===== config.mk =====
export PLATFORM = sky130hd
export DESIGN_NAME = paged_ram_mapper
export DESIGN_NICKNAME = d
export VERILOG_FILES = /design/src/rtl/mapper_pkg.sv /design/src/rtl/mapper_io_decode.sv /design/src/rtl/mapper_page_regs.sv /design/src/rtl/mapper_addr_mux.sv /design/src/rtl/paged_ram_mapper.sv
export SDC_FILE = /design/constraint.sdc
export NUM_CORES = 1
export LEC_CHECK = 0
export ABC_AREA = 1
export BUFFER_PORTS_ARGS = -buffer_cell sky130_fd_sc_hd__buf_2
export CORE_AREA = 2 2 61 63
export CTS_CLUSTER_SIZE = 20
export DETAILED_ROUTE_END_ITERATION = 8
export DIE_AREA = 0 0 63 65
export GPL_ROUTABILITY_DRIVEN = 1
export GPL_TIMING_DRIVEN = 1
export PLACE_DENSITY = 0.72
export SLEW_MARGIN = 20
export SYNTH_ARGS = -nofsm -noshare
export SYNTH_HDL_FRONTEND = slang
export SYNTH_SLANG_ARGS = --single-unit

===== constraint.sdc =====
create_clock -name clk -period 1.3 [get_ports clk]
set_clock_uncertainty 0.15 [all_clocks]
set_input_delay 0.13 -clock clk [delete_from_list [all_inputs] [get_ports clk]]
set_output_delay 0.13 -clock clk [all_outputs]
set_load 0.02 [all_outputs]

===== src/rtl/mapper_pkg.sv =====
package mapper_pkg;
  localparam int CPU_AW   = 16;
  localparam int IO_DW    = 8;
  localparam int BLK_W    = 5;
  localparam int PAGES    = 4;
  localparam int PSEL_W   = $clog2(PAGES);
  localparam int OFFS_W   = CPU_AW - PSEL_W;
  localparam int GRP_W    = BLK_W - PSEL_W;
  localparam int LAY_W    = 3;
  localparam int RAM_AW   = BLK_W + OFFS_W;

  typedef logic [BLK_W-1:0]            blk_t;
  typedef logic [PAGES-1:0][BLK_W-1:0] map_t;

  // Expand an expansion-style configuration code into a full window map.
  function automatic map_t compat_layout(input logic [LAY_W-1:0] lay,
                                         input logic [GRP_W-1:0] grp);
    map_t m;
    for (int i = 0; i < PAGES; i++) m[i] = BLK_W'(i);
    case (lay)
      3'd0: ;
      3'd1: m[3] = {grp, 2'd3};
      3'd2: for (int i = 0; i < PAGES; i++) m[i] = {grp, PSEL_W'(i)};
      3'd3: begin m[1] = BLK_W'(3); m[3] = {grp, 2'd3}; end
      default: m[1] = {grp, lay[1:0]};
    endcase
    return m;
  endfunction
endpackage


===== src/rtl/mapper_io_decode.sv =====
module mapper_io_decode
  import mapper_pkg::*;
(
  input  logic                     io_wr,
  input  logic [CPU_AW-1:0]        io_addr,
  input  logic [IO_DW-1:0]         io_data,
  input  logic                     ext_mode,
  output logic                     wr_claim,
  output logic                     wr_bcast,
  output logic [PSEL_W-1:0]        wr_page,
  output logic [IO_DW-3:0]         wr_code
);
  // Claim needs A15 low and the two top data bits set.
  assign wr_claim = io_wr && !io_addr[CPU_AW-1] && (io_data[IO_DW-1 -: 2] == 2'b11);
  assign wr_bcast = !ext_mode;
  assign wr_page  = io_addr[8 +: PSEL_W];
  assign wr_code  = io_data[IO_DW-3:0];
endmodule


===== src/rtl/mapper_page_regs.sv =====
module mapper_page_regs
  import mapper_pkg::*;
(
  input  logic               clk,
  input  logic               rst_n,
  input  logic               wr_claim,
  input  logic               wr_bcast,
  input  logic [PSEL_W-1:0]  wr_page,
  input  logic [IO_DW-3:0]   wr_code,
  output map_t               pmap
);
  map_t layout;
  assign layout = compat_layout(wr_code[LAY_W-1:0], wr_code[LAY_W +: GRP_W]);

  for (genvar p = 0; p < PAGES; p++) begin : g_page
    always_ff @(posedge clk) begin
      if (!rst_n)
        pmap[p] <= BLK_W'(p);
      else if (wr_claim && wr_bcast)
        pmap[p] <= layout[p];
      else if (wr_claim && (wr_page == PSEL_W'(p)))
        pmap[p] <= wr_code[BLK_W-1:0];
    end

    AST_OTHER_PAGE_KEPT: assert property (@(posedge clk) disable iff (!rst_n)
      (wr_claim && !wr_bcast && wr_page != PSEL_W'(p)) |=> $stable(pmap[p]));
  end

  AST_IDLE_KEEPS_MAP: assert property (@(posedge clk) disable iff (!rst_n)
    !wr_claim |=> $stable(pmap));

  AST_COMPAT_WIN2_BASE_OR_GROUP: assert property (@(posedge clk) disable iff (!rst_n)
    (wr_claim && wr_bcast) |=>
      (pmap[2] == BLK_W'(2) || pmap[2] == {$past(wr_code[LAY_W +: GRP_W]), 2'd2}));

  AST_COMPAT_CODE0_LINEAR: assert property (@(posedge clk) disable iff (!rst_n)
    (wr_claim && wr_bcast && wr_code == '0) |=>
      (pmap[0] == 5'd0 && pmap[1] == 5'd1 && pmap[2] == 5'd2 && pmap[3] == 5'd3));
endmodule


===== src/rtl/mapper_addr_mux.sv =====
module mapper_addr_mux
  import mapper_pkg::*;
(
  input  map_t               pmap,
  input  logic [CPU_AW-1:0]  cpu_addr,
  output logic [RAM_AW-1:0]  ram_addr
);
  logic [PSEL_W-1:0] win;
  assign win      = cpu_addr[CPU_AW-1 -: PSEL_W];
  assign ram_addr = {pmap[win], cpu_addr[OFFS_W-1:0]};
endmodule


===== src/rtl/paged_ram_mapper.sv =====
module paged_ram_mapper
  import mapper_pkg::*;
(
  input  logic               clk,
  input  logic               rst_n,
  input  logic               io_wr,
  input  logic [15:0]        io_addr,
  input  logic [7:0]         io_data,
  input  logic               ext_mode,
  input  logic [15:0]        cpu_addr,
  output logic [18:0]        ram_addr
);
  logic              wr_claim, wr_bcast;
  logic [PSEL_W-1:0] wr_page;
  logic [IO_DW-3:0]  wr_code;
  map_t              pmap;

  mapper_io_decode u_dec (
    .io_wr(io_wr), .io_addr(io_addr), .io_data(io_data), .ext_mode(ext_mode),
    .wr_claim(wr_claim), .wr_bcast(wr_bcast), .wr_page(wr_page), .wr_code(wr_code)
  );

  mapper_page_regs u_regs (
    .clk(clk), .rst_n(rst_n), .wr_claim(wr_claim), .wr_bcast(wr_bcast),
    .wr_page(wr_page), .wr_code(wr_code), .pmap(pmap)
  );

  mapper_addr_mux u_mux (.pmap(pmap), .cpu_addr(cpu_addr), .ram_addr(ram_addr));

  AST_FOREIGN_WRITE_IGNORED: assert property (@(posedge clk) disable iff (!rst_n)
    (io_wr && (io_addr[15] || io_data[7:6] != 2'b11)) |=> $stable(pmap));

  AST_EXT_LOADS_BLOCK: assert property (@(posedge clk) disable iff (!rst_n)
    (io_wr && ext_mode && !io_addr[15] && io_data[7:6] == 2'b11)
      |=> pmap[$past(io_addr[9:8])] == $past(io_data[4:0]));

  AST_MODE_ONLY_NO_REMAP: assert property (@(posedge clk) disable iff (!rst_n)
    !io_wr |=> $stable(pmap));
endmodule


Yosys cells after proc, flatten, opt, wreduce, memory -nomap -nowiden. Index checks and enable logic that the tools add are counted.

Flip-flop bits (word level): 20. Input port bits: 44. Output and inout port bits: 19. Logic and storage cells: 43.

Magnitude comparators: 1. Equal/unequal tests: 7. Mux-type cells: 14. Reductions and logical operators: 17.

Operators by type and width (number): 5-bit two-way mux (12); 5-bit case mux with 3 select lines (1); 5-bit binary-select mux with 2-bit select (1); 2-bit nonzero test (4); 1-bit logical AND (7); 2-bit == test, second input constant (3); 3-bit by 2-bit == test with 1-bit output, second input constant (2); 3-bit by 1-bit == test with 1-bit output, second input constant (1); 3-bit zero test (1); 2-bit by 3-bit less-than comparator with 1-bit output, second input constant (1); 3-bit OR reduction (1); 2-bit by 1-bit == test with 1-bit output, second input constant (1); 1-bit zero test (2); 2-bit zero test (1); 2-bit OR reduction (1).

Logic depth before layout (Yosys ltp). Gate-level depths: netlist of run 1.

Depth after elaboration: 6. Mapped depth: 8. Gate-level depth less buffers: 8.

Modules after synthesis. A second synthesis of run 1 with hierarchy kept.

Cell total of the unflattened synthesis: 243. Area, all modules: 1432.6 sq um.

By module, submodules not included: mapper_page_regs (times used 1, cells each 158, area each 1008.5 sq um, seq. area each 400.4 sq um); mapper_addr_mux (times used 1, cells each 72, area each 342.8 sq um, seq. area each 0.0 sq um); mapper_io_decode (times used 1, cells each 13, area each 81.3 sq um, seq. area each 0.0 sq um).

Worst setup path before layout of run 1. Ideal clock, no wire load.

Kind: input port to output port. Start point: input port cpu_addr[14]. End point: output port ram_addr[14]. Arrival time: 931 ps. Required time: 1020 ps. Setup slack: 89 ps. Stages: 5. Path buffers: 2. Cell sequence: buf_2 -> inv_1 -> buf_2 -> o21ai_0 -> o22ai_1.

Longest elaborated chain between the ends: 2.

RTL lines: start: declaration (RTL line paged_ram_mapper.sv:10) `input logic [15:0] cpu_addr,`; 5-bit binary-select mux with 2-bit select (RTL line mapper_addr_mux.sv:10) `assign ram_addr = {pmap[win], cpu_addr[OFFS_W-1:0]};`; 5-bit two-way mux (not written as such) (RTL line mapper_addr_mux.sv:10); end: declaration (RTL line paged_ram_mapper.sv:11) `output logic [18:0] ram_addr`.

Every way passes these cells. The select of a mux whose other input is x is not followed.

Worst setup path in the final report of run 1.
Start point: register u_regs.pmap[7] (netlist bit). End point: output port ram_addr[16].

Longest elaborated chain between the ends: 2.

RTL lines: start: declaration (RTL line mapper_page_regs.sv:10) `output map_t pmap`; start signal: indexed assignment (RTL line mapper_page_regs.sv:18) `pmap[p] <= BLK_W'(p);`; start signal: indexed assignment (RTL line mapper_page_regs.sv:20) `pmap[p] <= layout[p];`; start signal: indexed assignment (RTL line mapper_page_regs.sv:22) `pmap[p] <= wr_code[BLK_W-1:0];`; 5-bit binary-select mux with 2-bit select (RTL line mapper_addr_mux.sv:10); 5-bit two-way mux (not written as such) (RTL line mapper_addr_mux.sv:10).

Every way passes these cells. The select of a mux whose other input is x is not followed.

==> impl_metrics.ini, run 1 <==
[logic_synthesis]
synth.ff_latch_count = 20
synth_cell_types = 20
yosysWarnings = 0
synth_area_leaders = dfxtp_1 (30%), nand2_1 (11%), inv_1 (10%)
synth_top_area_share_pct = 30.1
synth.cell_area_sq_um = 1330
yosysTopAreaCell = dfxtp_1
ys_seq_area_share_pct = 30.1
avgSynthCellArea_sq_um = 6.39
syn-instance-count = 208
syn-num-nets = 252

[critical_path]
worst_ep_required_time_ns = 1.02
critPathBufInv = 2
critPathMaxFanout = 2
start_kind = flip-flop
cp-startpoint = u_regs.pmap[7]
reg2reg_from = u_regs.pmap[7]
crit_chain = inv_2 > o21ai_2 > a21oi_1 > a21oi_1 > buf_4
cp_slowest_cell = dfxtp_2
cpPeakStageDelay_ns = 0.34
path_common_cell = a21oi_1
r2r_slack_ns = 0.37
arrival_ns = 1.16
crit_type = reg -> out
endpoint_kind = output port
critical-path-top-delay-family = flip-flops

[final_layout]
fin_nets = 278
syn_to_final_growth_pct = 21.0
post-route-util_pct = 46.0
fill_cells = 372
drive_above_1_share_pct = 30.0
diodes = 0
reg_top3 = u_regs.pmap: 20 flops
final_cell_mix = nand2_1 (38), inv_1 (34), nor2_1 (19), a21oi_1 (18), buf_2 (17)
max_flop_register = u_regs.pmap
final_common_cell = nand2_1
largest_reg_flops = 20

[drt]
via_per_inst = 4.81
wl_um = 3260
vias = 1353
drc = 0
drt_pass1_iterations = 5
wl_per_cell_um = 11.6
drt_iter0_drc = 84
ant_nets = 0

[placed_design]
gp_congestion = 0.867
portBuffers = 21
post-dp-hpwl_um = 2450
place_ws_ns = -0.0150

[timing]
min_period_ns = 1.44
worst_hold_slack_ns = 0.0352
drv_slew = 0
finalSetupViolCount = 5
slew_headroom_pct = 78.7
hold_viol = 0
setup_ws_ns = -0.139
rsz0062_at_grt = yes
max_freq_mhz = 695
tightestPinTransition_ns = 0.315
setup-tns-final_ns = -0.310
finalCritPeriodShare_pct = 111

[pwr]
irDropWorstVdd_uv = 345
p_comb_share_pct = 20.8
p_int_mw = 0.909
p_sw_share_pct = 29.2
p_per_area_nw_per_um2 = 798
cellLeakagePower_nw = 0.858
seq_power_share_pct = 49.9
p_switching_mw = 0.374
pwr-share-clk_pct = 29.3

[cts]
numCtsBuffers = 3
clk_path_buf_depth = 2
cts.sinks = 20
h-tree-depth = 1
cts_tree = done
clock_latency_ns = 0.30
path_clk_slew_ns = 0.12
cts-root-buf = clkbuf_4

[run_status]
violations = setup timing
status = finished, violations left

[global_route]
antenna_found_initial = 0
grt_pass1_vias = 1203
grt_max_degree = 12
grt_overflow_total = 0
grt_pass1_wl_um = 5380
grt_usage_pct = 16.7

[floorplanning]
ioPinCount = 63
start_util_pct = 38.0
fp.coreArea_sq_um = 3500
dieArea_sq_um = 4100
die_w_um = 63
rows = 22
die_height_um = 65

[min_path]
hp-start = rst_n
hold_class = in -> reg

[run]
max_cap_viol_count = 0
[stage by stage]
stage / power, mW / cells / instance area (sq um)
after floorplan: 0.852 / 208 / 1330
after global placement: 0.880 / 270 / 1450
after detailed placement: 0.883 / 270 / 1450
after CTS: 1.28 / 281 / 1580
after global routing: 1.36 / 281 / 1610
final: 1.28 / 281 / 1610
[worst paths after layout]
| check | endpoint | depth (start not counted) |
|---|---|---|
| min | u_regs.pmap[1] | 3 |
| max | ram_addr[16] | 5 |
| max reg2reg | u_regs.pmap[7] | 5 |
| min reg2reg | u_regs.pmap[11] | 2 |
[layer usage]
layer	global-route usage [%]	vias up	part of all wire [%]	routed length (um)
met5	0	-	0	0
met4	4.17	0	0.92	30
met3	3.99	6	6.8	222
met2	29.4	45	48	1560
met1	20.5	601	45	1450
li1	-	701	-	-
[worst min-delay path, cell delays in order]
cell and delay (ns):
buf_2 0.11, clkinv_1 0.15, a21oi_1 0.06
[logic make-up (layout without fill, tap and decap cells)]
logic type / Yosys count / after routing / share of synthesized area (%)
compound gates: 47 / 47 / 18.9
buf+inv: 57 / 82 / 20.3
flops: 20 / 20 / 30.1
simple gates: 84 / 84 / 30.6
[what timing repair did]
item	in CTS	in global routing
hold buffers	5	0
endpoints found under the setup margin	5	10
gates resized for setup	18	14
pin swaps	6	4
setup buffers	2	0
hold endpoints to repair	7	0
[layout make-up]
type                            count  area [sq um]  area share (%)
Multi-Input combinational cell    131           687            42.7
Timing Repair Buffer               38           259            16.1
Sequential cell                    20           414            25.8
Clock buffer                        4          36.3            2.26
Inverter                           40           151            9.42
Tap cell                           48          60.1            3.74
[cells in the mapped netlist]
master / n
o21ai_0: 18
buf_4: 14
nand2_4: 4
nand2_1: 38
buf_2: 2
nor3_4: 1
nor2_8: 1
clkinv_2: 1
nor2_1: 19
inv_1: 37
nand2_2: 4
nand3_1: 16
clkbuf_1: 1
nand4_1: 1
dfxtp_1: 20
o211ai_1: 5
o22ai_1: 3
inv_2: 1
a21oi_1: 21
clkinv_1: 1
[power by group through the flow]
| stage | clock network [mW] | logic [mW] | registers [mW] |
|---|---|---|---|
| 5_1_grt | 0.422 | 0.296 | 0.642 |
| 3_3_place_gp | 0 | 0.229 | 0.651 |
| 2_1_floorplan | 0 | 0.204 | 0.648 |
| 6_report | 0.376 | 0.267 | 0.640 |
| 4_1_cts | 0.389 | 0.254 | 0.639 |
| 3_5_place_dp | 0 | 0.231 | 0.652 |
Power figures use the tool's default switching activity.
==> run 2: changes to the inputs <==
Settings changed: PLACE_DENSITY 0.72 to not set, PLACE_DENSITY_LB_ADDON set to 0.3.
==> run 2 against run 1 <==
Hold slack improved by 0.0041 ns. Critical endpoint unchanged. Count of clock-buffer cells in the layout unchanged. Maximum frequency increased by 1.0%. The flow still finishes with violations (setup timing). Critical path depth unchanged. First-iteration DRC count decreased by 33%. Die area unchanged. Clock power decreased by 1%. Combinational power about the same. Register-to-register slack about the same. Critical path type unchanged. Worst setup slack improved by 0.015 ns.
==> impl_metrics.ini, run 2 (synthesis results as in run 1) <==
[pwr]
p_total_mw = 1.28
irDropWorstVdd_uv = 262
p_per_area_nw_per_um2 = 797
cellLeakagePower_nw = 0.839

[floorplanning]
die_w_um = 63
die_height_um = 65
ioPinCount = 63
fp.coreArea_sq_um = 3500
start_util_pct = 38.0
dieArea_sq_um = 4100
rows = 22

[cts]
clk_path_buf_depth = 2
cts_tree = done
path_clk_slew_ns = 0.12
h-tree-depth = 1
numCtsBuffers = 3
cts-root-buf = clkbuf_4
cts.sinks = 20
clock_latency_ns = 0.30

[critical_path]
reg2reg_from = u_regs.pmap[7]
critPathMaxFanout = 2
arrival_ns = 1.14
start_kind = flip-flop
r2r_slack_ns = 0.37
r2r_end = u_regs.pmap[7]
r2r_cells = 5
crit_type = reg -> out
endpoint_kind = output port
worst_ep_required_time_ns = 1.02

[timing]
setup_ws_ns = -0.125
finalCritPeriodShare_pct = 110
finalSetupViolCount = 4
min_period_ns = 1.42
rsz0062_at_grt = yes
tightestPinTransition_ns = 0.314
worst_hold_slack_ns = 0.0393
slew_headroom_pct = 78.9
setup-tns-final_ns = -0.263
hold_viol = 0
max_freq_mhz = 702
drv_slew = 0

[placed_design]
post-dp-hpwl_um = 2390
placed_area_sq_um = 1420
gp_congestion = 0.891
place_ws_ns = -0.00337
portBuffers = 21

[drt]
drt_iter0_drc = 56
ant_nets = 0
vias = 1323
wl_um = 3200
drt_pass1_iterations = 4
wl_per_cell_um = 11.5
drc = 0
via_per_inst = 4.74

[final_layout]
final_cell_mix = nand2_1 (38), inv_1 (33), a21oi_1 (18), nor2_1 (17), buf_2 (16)
diodes = 0
fill_cells = 372
seqCellArea_sq_um = 412
largest_reg_flops = 20
multiInputGateArea_sq_um = 694
final_common_cell = nand2_1
fin_nets = 276
max_flop_register = u_regs.pmap
reg_top3 = u_regs.pmap: 20 flops
syn_to_final_growth_pct = 20.6
drive_above_1_share_pct = 29.9
stdcell_area_sq_um = 1600

[run]
max_cap_viol_count = 0

[run_status]
status = finished, violations left
violations = setup timing

[min_path]
holdPathEnd = u_regs.pmap[1]
hp-start = rst_n
hold_depth = 3
hold_class = in -> reg

[global_route]
grt_max_degree = 12
antenna_found_initial = 0
grt_pass1_wl_um = 5020
grt_pass1_vias = 1098
grt_usage_pct = 15.7
grt_overflow_total = 0
run 2: cell count changes in the layout (fill, tap and decap cells not counted), moves of 2 or more:
cell,before,now
dfxtp_1,9,11
nor2_2,0,2
dfxtp_2,11,9
nor2_1,19,17
run 2: report_power, final:
group	leakage (nW)	switching (mW)	internal (mW)	total [mW]
sequential	0.165	0.00976	0.630	0.640
combinational	0.654	0.160	0.106	0.266
clock	0.0210	0.200	0.171	0.371
total	0.839	0.370	0.908	1.28
run 2: worst max-delay path: stages (launching register included):
cell     delay, ns
dfxtp_2       0.34
inv_2         0.04
o21ai_2       0.11
a21oi_1       0.05
a21oi_1       0.14
buf_4         0.16
run 2: stage by stage:
step           instances  utilization, %
6_report             279            45.8
5_1_grt              279            45.8
4_1_cts              277            44.1
3_5_place_dp         266            40.6
3_3_place_gp         266            40.6
2_1_floorplan        208               -
run 2: layer usage:
layer	vias up	wire (um)	share of wire (%)	GRT usage (%)
li1	693	-	-	-
met5	-	0	0	0
met3	2	139	4.3	2.26
met1	591	1500	47	21.2
met2	37	1530	48	25.1
met4	0	27	0.84	6.39
run 2: what timing repair did:
| item | in CTS | in global routing |
|---|---|---|
| pin swaps | 6 | 4 |
| setup buffers | 1 | 2 |
| hold buffers | 6 | 0 |
| hold endpoints to repair | 6 | 0 |
| endpoints found under the setup margin | 5 | 10 |
| resized for setup | 17 | 18 |
run 2: worst max path at each step:
stage	startpoint	end	slack [ns]	depth (start not counted)
2_1_floorplan	cpu_addr[14]	ram_addr[14]	0.09	5
3_3_place_gp	io_addr[15]	u_regs.pmap[6]	0.005	9
3_5_place_dp	io_addr[15]	u_regs.pmap[12]	-0.003	9
4_1_cts	u_regs.pmap[6]	ram_addr[15]	-0.14	5
5_1_grt	u_regs.pmap[6]	ram_addr[15]	-0.19	5
6_report	u_regs.pmap[7]	ram_addr[16]	-0.12	5
run 2: area by class of cell:
| type | count | area share, % |
|---|---|---|
| timing repair buffer | 36 | 15.3 |
| multi-input combinational | 131 | 43.3 |
| tap | 48 | 3.75 |
| clock buffer | 4 | 2.26 |
| sequential | 20 | 25.7 |
| inverter | 40 | 9.68 |
==> run 3: changes to the inputs <==
Settings changed: CELL_PAD_IN_SITES_DETAIL_PLACEMENT set to 1, CELL_PAD_IN_SITES_GLOBAL_PLACEMENT set to 1, CORE_AREA 2 2 61 63 to 2 2 70 72, DIE_AREA 0 0 63 65 to 0 0 72 74, MAX_ROUTING_LAYER set to met4.
==> run 3 against run 2 <==
The flow still finishes with violations (setup timing). Sequential power is essentially flat. Combinational power grew 3%. Die area grew 30%. Highest routed layer unchanged.
==> impl_metrics.ini, run 3 (synthesis results as in run 1) <==
[timing]
tightestPinTransition_ns = 0.277
min_period_ns = 1.36
max_freq_mhz = 735
finalCritPeriodShare_pct = 105
slew_headroom_pct = 81.5
drv_slew = 0
rsz0062_at_grt = yes
setup_ws_ns = -0.0606
finalSetupViolCount = 2
worst_hold_slack_ns = 0.0191
hold_viol = 0

[critical_path]
r2r_slack_ns = 0.24
critPathMaxFanout = 2
endpoint_kind = output port
arrival_ns = 1.08
r2r_cells = 6
worst_ep_required_time_ns = 1.02
start_kind = flip-flop
crit_type = reg -> out

[cts]
path_clk_slew_ns = 0.08
cts_tree = done
numCtsBuffers = 3
cts.sinks = 20
h-tree-depth = 1
clock_latency_ns = 0.26
cts-root-buf = clkbuf_8
clk_path_buf_depth = 2

[drt]
vias = 1347
wl_um = 3840
drc = 0
ant_nets = 0
via_per_inst = 4.69
drt_iter0_drc = 59
drt_pass1_iterations = 4
wl_per_cell_um = 13.4

[global_route]
antenna_found_initial = 0
grt_usage_pct = 15.7
grt_overflow_total = 0
grt_pass1_vias = 1353
grt_pass1_wl_um = 6270
grt_max_degree = 12

[floorplanning]
die_height_um = 74
fp.coreArea_sq_um = 4600
ioPinCount = 63
rows = 25
die_w_um = 72
dieArea_sq_um = 5330
start_util_pct = 28.9

[final_layout]
final_cell_mix = nand2_1 (38), inv_1 (35), a21oi_1 (20), buf_4 (20), nor2_1 (18)
final_common_cell = nand2_1
max_flop_register = u_regs.pmap
fin_nets = 278
fill_cells = 601
reg_top3 = u_regs.pmap: 20 flops
syn_to_final_growth_pct = 23.0
diodes = 0
largest_reg_flops = 20
drive_above_1_share_pct = 31.3

[run_status]
violations = setup timing
status = finished, violations left

[min_path]
hold_class = in -> reg
hold_depth = 3

[pwr]
p_per_area_nw_per_um2 = 856
cellLeakagePower_nw = 0.877
irDropWorstVdd_uv = 285

[placed_design]
gp_congestion = 0.828
portBuffers = 21
post-dp-hpwl_um = 3020
place_ws_ns = -0.0142

[run]
max_cap_viol_count = 0
-- run 3: changes by cell type in the layout (fill, tap and decap cells not counted), moves of 3 or more --
cell,previous run,this run
clkbuf_8,1,4
buf_4,14,20
clkbuf_4,3,0
dlygate4sd3_1,6,0
-- run 3: critical path: stages (launching register included) --
cell,delay (ns)
dfxtp_2,0.32
inv_2,0.03
o21ai_2,0.13
a21oi_2,0.06
a21oi_1,0.12
buf_4,0.15
-- run 3: final cells by class --
| class | instances | area, sq um | share of cell area [%] |
|---|---|---|---|
| repair buffers | 38 | 262 | 16.0 |
| flip-flops and latches | 20 | 413 | 25.3 |
| inverters | 40 | 151 | 9.26 |
| well taps | 54 | 67.6 | 4.13 |
| clock buffers | 4 | 55.1 | 3.37 |
| multi-input cells | 131 | 686 | 42.0 |
-- run 3: metal layers --
metal | vias to the layer above | track usage [%] | wire (um)
li1 | 693 | - | -
met1 | 624 | 18.7 | 1760
met2 | 26 | 27.2 | 1880
met3 | 4 | 2.44 | 140
met4 | 0 | 5.24 | 65
met5 | - | - | 0
-- run 3: worst paths after layout --
path | start | end
setup reg to reg | u_regs.pmap[6] | u_regs.pmap[6]
setup / recovery | u_regs.pmap[6] | ram_addr[15]
hold reg to reg | u_regs.pmap[1] | u_regs.pmap[1]
hold / removal | io_data[5] | u_regs.pmap[19]
-- run 3: timing repair --
| action | 4_1_cts | 5_1_grt |
|---|---|---|
| hold buffers | 0 | 0 |
| endpoints found under the hold margin | 0 | 0 |
| buffers inserted | 2 | 2 |
| gates cloned | 0 | 0 |
| gates resized for setup | 19 | 14 |
| endpoints found under the setup margin | 5 | 5 |
| pin swaps | 5 | 6 |
-- run 3: report_power, final --
part	total (mW)	switching (mW)	internal (mW)
Sequential	0.640	0.0100	0.630
Clock	0.485	0.216	0.270
Combinational	0.273	0.164	0.108
Total	1.40	0.390	1.01
-- run 3: stage by stage --
step	setup TNS [ns]	cells	power, mW	cell area, sq um	utilization [%]
global route	-0.276	287	1.47	1630	35.5
floorplan	0	208	0.852	1330	-
finish	-0.104	287	1.40	1630	35.5
CTS	-0.130	285	1.41	1600	34.8
global placement	-0.0198	279	0.898	1490	32.5
detailed placement	-0.0309	279	0.902	1490	32.5
